<file path="src/rtl/ecc_scrub_ctrl.sv">
module ecc_scrub_ctrl #(
  parameter int DATA_W = 32,
  parameter int ECC_W  = 7,
  parameter int ADDR_W = 4,
  parameter int CNT_W  = 8,
  parameter int IVL_W  = 8
) (
  input  logic                    clk,
  input  logic                    rst_n,
  input  logic                    req,
  input  logic                    we,
  input  logic [ADDR_W-1:0]       addr,
  input  logic [DATA_W-1:0]       wdata,
  output logic                    ready,
  output logic                    rd_valid,
  output logic [DATA_W-1:0]       rd_data,
  output logic                    rd_uncorr,
  output logic                    ram_en,
  output logic                    ram_we,
  output logic [ADDR_W-1:0]       ram_addr,
  output logic [DATA_W+ECC_W-1:0] ram_wdata,
  input  logic [DATA_W+ECC_W-1:0] ram_rdata,
  input  logic [IVL_W-1:0]        scrub_interval,
  output logic                    corr_pulse,
  output logic [CNT_W-1:0]        corr_count,
  output logic                    uncorr_flag,
  input  logic                    uncorr_clr
);

  localparam int HB   = ECC_W - 1;
  localparam int NPOS = DATA_W + HB;
  localparam logic [HB-1:0] MAXPOS = HB'(NPOS);

  typedef enum logic [1:0] {S_IDLE, S_RD1, S_RD2, S_WB} state_t;

  function automatic logic [HB-1:0] pos_of(input int idx);
    int k;
    int p;
    k = -1;
    p = 0;
    for (int q = 1; q <= NPOS; q++) begin
      if ((q & (q - 1)) != 0) begin
        k = k + 1;
        if (k == idx) p = q;
      end
    end
    return p[HB-1:0];
  endfunction

  function automatic logic [HB-1:0] calc_chk(input logic [DATA_W-1:0] d);
    logic [HB-1:0] c;
    c = '0;
    for (int i = 0; i < DATA_W; i++)
      if (d[i]) c = c ^ pos_of(i);
    return c;
  endfunction

  function automatic logic [DATA_W+ECC_W-1:0] encode(input logic [DATA_W-1:0] d);
    logic [HB-1:0] c;
    c = calc_chk(d);
    return {(^d) ^ (^c), c, d};
  endfunction

  function automatic logic [DATA_W-1:0] repair(input logic [DATA_W-1:0] d,
                                                input logic [HB-1:0] syn);
    logic [DATA_W-1:0] r;
    r = d;
    for (int i = 0; i < DATA_W; i++)
      if (pos_of(i) == syn) r[i] = ~d[i];
    return r;
  endfunction

  state_t              state;
  logic [DATA_W-1:0]   s_data;
  logic [HB-1:0]       s_syn;
  logic                s_par;
  logic                s_user;
  logic [ADDR_W-1:0]   s_addr;
  logic [DATA_W-1:0]   wb_data;
  logic [ADDR_W-1:0]   scrub_ptr;
  logic [IVL_W-1:0]    wait_cnt;

  logic                scrub_go;
  logic                fix_ok;
  logic                bad;
  logic [DATA_W-1:0]   fixed;

  assign ready     = (state == S_IDLE);
  assign scrub_go  = ready && !req && (scrub_interval != '0) && (wait_cnt == '0);
  assign ram_en    = (ready && (req || scrub_go)) || (state == S_WB);
  assign ram_we    = (ready && req && we) || (state == S_WB);
  assign ram_addr  = (state == S_WB) ? s_addr : (req ? addr : scrub_ptr);
  assign ram_wdata = encode((state == S_WB) ? wb_data : wdata);

  assign fix_ok = s_par && ((s_syn == '0) || (s_syn <= MAXPOS));
  assign bad    = ((s_syn != '0) || s_par) && !fix_ok;
  assign fixed  = repair(s_data, s_syn);

  always_ff @(posedge clk or negedge rst_n) begin
    if (!rst_n) begin
      state       <= S_IDLE;
      s_data      <= '0;
      s_syn       <= '0;
      s_par       <= 1'b0;
      s_user      <= 1'b0;
      s_addr      <= '0;
      wb_data     <= '0;
      scrub_ptr   <= '0;
      wait_cnt    <= '0;
      rd_valid    <= 1'b0;
      rd_data     <= '0;
      rd_uncorr   <= 1'b0;
      corr_pulse  <= 1'b0;
      corr_count  <= '0;
      uncorr_flag <= 1'b0;
    end else begin
      rd_valid   <= 1'b0;
      rd_uncorr  <= 1'b0;
      corr_pulse <= 1'b0;
      if (wait_cnt != '0) wait_cnt <= wait_cnt - 1'b1;
      if (uncorr_clr) uncorr_flag <= 1'b0;
      case (state)
        S_IDLE: begin
          if (req) begin
            if (!we) begin
              s_user <= 1'b1;
              s_addr <= addr;
              state  <= S_RD1;
            end
          end else if (scrub_go) begin
            s_user    <= 1'b0;
            s_addr    <= scrub_ptr;
            scrub_ptr <= scrub_ptr + 1'b1;
            if (scrub_ptr == '1) wait_cnt <= scrub_interval;
            state     <= S_RD1;
          end
        end
        S_RD1: begin
          s_data <= ram_rdata[DATA_W-1:0];
          s_syn  <= calc_chk(ram_rdata[DATA_W-1:0]) ^ ram_rdata[DATA_W +: HB];
          s_par  <= ^ram_rdata;
          state  <= S_RD2;
        end
        S_RD2: begin
          rd_valid   <= s_user;
          rd_data    <= fix_ok ? fixed : s_data;
          rd_uncorr  <= s_user && bad;
          corr_pulse <= fix_ok;
          if (fix_ok && (corr_count != '1)) corr_count <= corr_count + 1'b1;
          if (bad) uncorr_flag <= 1'b1;
          if (fix_ok) begin
            wb_data <= fixed;
            state   <= S_WB;
          end else begin
            state <= S_IDLE;
          end
        end
        default: state <= S_IDLE;
      endcase
    end
  end

  assert_count_moves_R3: assert property (@(posedge clk) disable iff (!rst_n)
    !corr_pulse |-> $stable(corr_count));

  assert_writeback_R4: assert property (@(posedge clk) disable iff (!rst_n)
    corr_pulse |-> (ram_en && ram_we && !ready && ram_addr == s_addr));

  assert_no_wb_uncorr_R5: assert property (@(posedge clk) disable iff (!rst_n)
    (rd_valid && rd_uncorr) |-> (!corr_pulse && ready));

  assert_sticky_R6: assert property (@(posedge clk) disable iff (!rst_n)
    (uncorr_flag && !uncorr_clr) |=> uncorr_flag);

  assert_saturate_R7: assert property (@(posedge clk) disable iff (!rst_n)
    (&corr_count) |=> (&corr_count));

  assert_scrub_off_R8: assert property (@(posedge clk) disable iff (!rst_n)
    (scrub_interval == '0 && ready && !req) |-> !ram_en);

  assert_interval_R9: assert property (@(posedge clk) disable iff (!rst_n)
    (wait_cnt != '0 && ready && !req) |-> !ram_en);

  assert_user_first_R10: assert property (@(posedge clk) disable iff (!rst_n)
    (ready && req && !we) |=> (state == S_RD1 && s_user));

endmodule

</file>
<file path="config.mk">
export PLATFORM = sky130hd
export DESIGN_NAME = ecc_scrub_ctrl
export DESIGN_NICKNAME = d
export VERILOG_FILES = /design/src/rtl/ecc_scrub_ctrl.sv
export SDC_FILE = /design/constraint.sdc
export NUM_CORES = 1
export LEC_CHECK = 0
export BUFFER_PORTS_ARGS = -buffer_cell sky130_fd_sc_hd__buf_2
export CORE_MARGIN = 1.5
export CORE_UTILIZATION = 45
export DETAILED_ROUTE_END_ITERATION = 8
export PLACE_DENSITY = 0.68
export SYNTH_ARGS = -nofsm -noshare
export SYNTH_HDL_FRONTEND = slang
export SYNTH_SLANG_ARGS = --single-unit
export TNS_END_PERCENT = 50
</file>
<file path="constraint.sdc">
create_clock -name clk -period 6.33 [get_ports clk]
set_clock_uncertainty 0.1 [all_clocks]
set_input_delay 1.266 -clock clk [delete_from_list [all_inputs] [get_ports clk]]
set_output_delay 1.266 -clock clk [all_outputs]
set_load 0.01 [all_outputs]
</file>
==> reports/qor.csv <==
stage,metric,value,unit
run_status,status,completed,
yosys,synth_warnings,0,
timing,rsz0062_at_grt,false,
yosys,syn-cell-area,0.00821,mm²
place,dp.cells,1200,
clock_network,post_cts_buffers,0,
global_routing,grt_max_degree,72,
worst_hold_path,hp-start,rd_data[20]$_DFFE_PN0N_,
global_routing,grt_pass1_vias,5874,
yosys,yosysTopAreaCell,dfrtp_1,
critical_path,critPathMaxStageDelay,0.61,ns
floorplanning,start_util,45.9,%
clock_network,cts_made_buffers,17,
routing,first_pass_iters,4,
yosys,netlist-cell-type-count,38,
critical_path,cp_num_cells,7,
timing,slew_headroom,30.2,%
floorplanning,core_area,0.0179,mm²
floorplanning,die_w,138,µm
power,p_leak,4.53,nW
critical_path,crit_type,register to primary output,
timing,slew_viol_final,0,
critical_path,cp_max_fo,64,
floorplanning,die_y,138,µm
critical_path,r2r_start,s_syn[0]$_DFFE_PN0N_,
timing,holdWs,0.374,ns
power,p_total,4.93,mW
yosys,synth_edf_count,0,
yosys,seq_area_frac_synth,40.8,%
floorplanning,boundaryPins,178,
place,hpwl,15400,µm
critical_path,critPathSlowestCell,nand2_4,
yosys,synth_top_flop_cell,dfrtp_1,
clock_network,numClockSinks,134,
yosys,yosysTopAreaCellShare,40.8,%
final_layout,utilization,55.3,%
routing,drtIter0Drc,419,
timing,setup_violations,0,
worst_hold_path,hold_class,register to register,
yosys,ys_top_cells_by_area,"dfrtp_1 (41%), xnor2_1 (14%), xor2_1 (11%)",
yosys,synth_cells,829,
yosys,syn_avg_cell_area,9.91,µm²
routing,vias_per_cell,4.96,
clock_network,cts_root_buf,clkbuf_16,
critical_path,critical_path.top_delay_family,XOR/XNOR gates,
timing,worst_pin_slew,1.05,ns
timing,period_needed,4.63,ns
clock_network,path_clk_slew,0.06,ns
critical_path,crit_required,4.96,ns
timing,fin_setup_tns,0,ns
worst_hold_path,whs_path_depth,2,
critical_path,cp.arrival,3.27,ns
routing,ant_nets,0,
routing,num_vias,6111,
timing,hold_viol,0,
floorplanning,die-area,0.0191,mm²
final_layout,insertedDiodeCount,0,
critical_path,critPathMostFrequentCell,xnor3_1,
power,p_per_area,498,mW/mm²
final_layout,drive_above_1_share,28.5,%
global_routing,grt_usage,21.1,%
routing,drc,0,
critical_path,path_cells,nand2_4 > mux2i_1 > xor2_1 > xnor3_1 > xnor3_1 > xnor3_1 > buf_2,
yosys,synth_seq_cells,134,
timing,period_share,73.2,%
place,io_buffers,177,
clock_network,insertion_delay,0.42,ns
timing,max_freq,216,MHz
yosys,async_flop_share,100,%
final_layout,syn_to_final_growth,20.6,%
critical_path,critPathLaunchType,register,
final_layout,final_nets,1082,
clock_network,h-tree-depth,4,
global_routing,grt_pass1_wl,31500,µm
routing,wire_per_inst,16.1,µm
clock_network,cts.repair.resized,0,
yosys,syn_nets,921,
clock_network,hold_buffers,0,
critical_path,r2r-end,corr_count[1]$_DFFE_PN0P_,
critical_path,reg2reg_slack,3.54,ns
final_layout,layoutNonFillerInstCount,1232,
routing,wl,19800,µm
clock_network,cts.path.max_buffers,2,
job,maxCapViolCount,0,
critical_path,rr_worst_depth,6,
power,vdd_drop_max,325,µV
floorplanning,num_rows,49,
clock_network,cts_tree,done,
critical_path,cp-end-kind,primary output,
global_routing,overflow,0,
worst_hold_path,holdPathEnd,rd_data[20]$_DFFE_PN0N_,
place,place.gp.congestion,0.869,
global_routing,antenna_found_initial,0,
critical_path,crit_buf_inv,1,
## flip-flops by register name, indices dropped and copies added, names as in the netlist
signal	flops
rd_data	32
s_data	32
wb_data	32
corr_count	8
wait_cnt	8
s_syn	6
s_addr	4
scrub_ptr	4
state	2
corr_pulse	1
rd_uncorr	1
rd_valid	1
s_par	1
s_user	1
uncorr_flag	1
## worst max path at each step
stage	from	end
2_1_floorplan	wdata[17]	ram_wdata[38]
3_3_place_gp	wdata[20]	ram_wdata[38]
3_5_place_dp	wdata[2]	ram_wdata[38]
4_1_cts	state[0]$_DFFE_PN0P_	ram_wdata[38]
5_1_grt	state[0]$_DFFE_PN0P_	ram_wdata[38]
6_report	state[0]$_DFFE_PN0P_	ram_wdata[38]
## worst reg2reg max path: stages, from the launching register on
cell and delay [ns]:
dfrtp_1 0.54, a311oi_1 0.39, o21a_1 0.23, nand2b_2 0.06
buf_4 0.30, a31oi_1 0.64, mux2_2 0.41
## cells in the final DEF, fill, tap and decap left out, types with 4 or more instances in the layout
cell	instances
nand3_1	8
mux2_2	65
bufinv_16	5
buf_4	4
nor3_1	12
ha_1	4
xnor3_1	7
mux2i_1	17
nand2_1	147
xor2_1	102
clkbuf_16	17
nand2b_1	6
xnor2_1	128
dfrtp_1	134
nor2_1	22
o21ai_0	86
clkinvlp_4	5
a21oi_1	9
inv_1	8
and3_1	4
nand4_1	6
buf_2	176
## kinds of logic after synthesis
| logic type | Yosys count | share of synthesized area, % |
|---|---|---|
| AOI/OAI and AO/OA | 104 | 6.63 |
| xor gates and xnor gates | 238 | 26.7 |
| adders and majority gates | 4 | 0.609 |
| buffers and inverters | 46 | 2.42 |
| DFF | 134 | 40.8 |
| muxes | 84 | 11.3 |
| and+or+nand+nor | 219 | 11.4 |
## report_power, final
part / total, mW / switching (mW) / internal [mW]
Clock: 1.08 / 0.368 / 0.717
Sequential: 1.63 / 0.413 / 1.22
Combinational: 2.21 / 1.13 / 1.08
## through the flow
stage	area [µm²]	worst slack [ns]
final	9900	1.70
after global routing	9900	1.45
after CTS	9900	1.65
after detailed placement	9250	1.77
after global placement	9250	1.79
after floorplan	8210	2.01
## cells in the mapped netlist (8+ instances only)
cell type	instances
dfrtp_1	134
mux2i_1	17
nor2_1	22
nor3_1	12
o21ai_0	86
xor2_1	102
inv_1	8
nand2b_1	9
nand2_1	147
clkbuf_1	30
xnor2_1	128
nand3_1	8
a21oi_1	9
mux2_2	65
## routing by layer
layer  GRT usage (%)  vias to the layer above  wire length (µm)
met3            4.09                       15              1020
met2            33.3                      173              9100
met4            5.32                        0               198
li1                -                     3055                 -
met5               0                        -                 0
met1            29.9                     2868              9480
## cell type report
type	count	area (µm²)
multi-input cells	649	4670
fillers	1667	8000
inverters	8	30.0
clock inverters	13	203
well taps	229	287
flip-flops and latches	134	3350
repair buffers	180	911
clock buffers	19	453
Power figures use the tool's default switching activity.
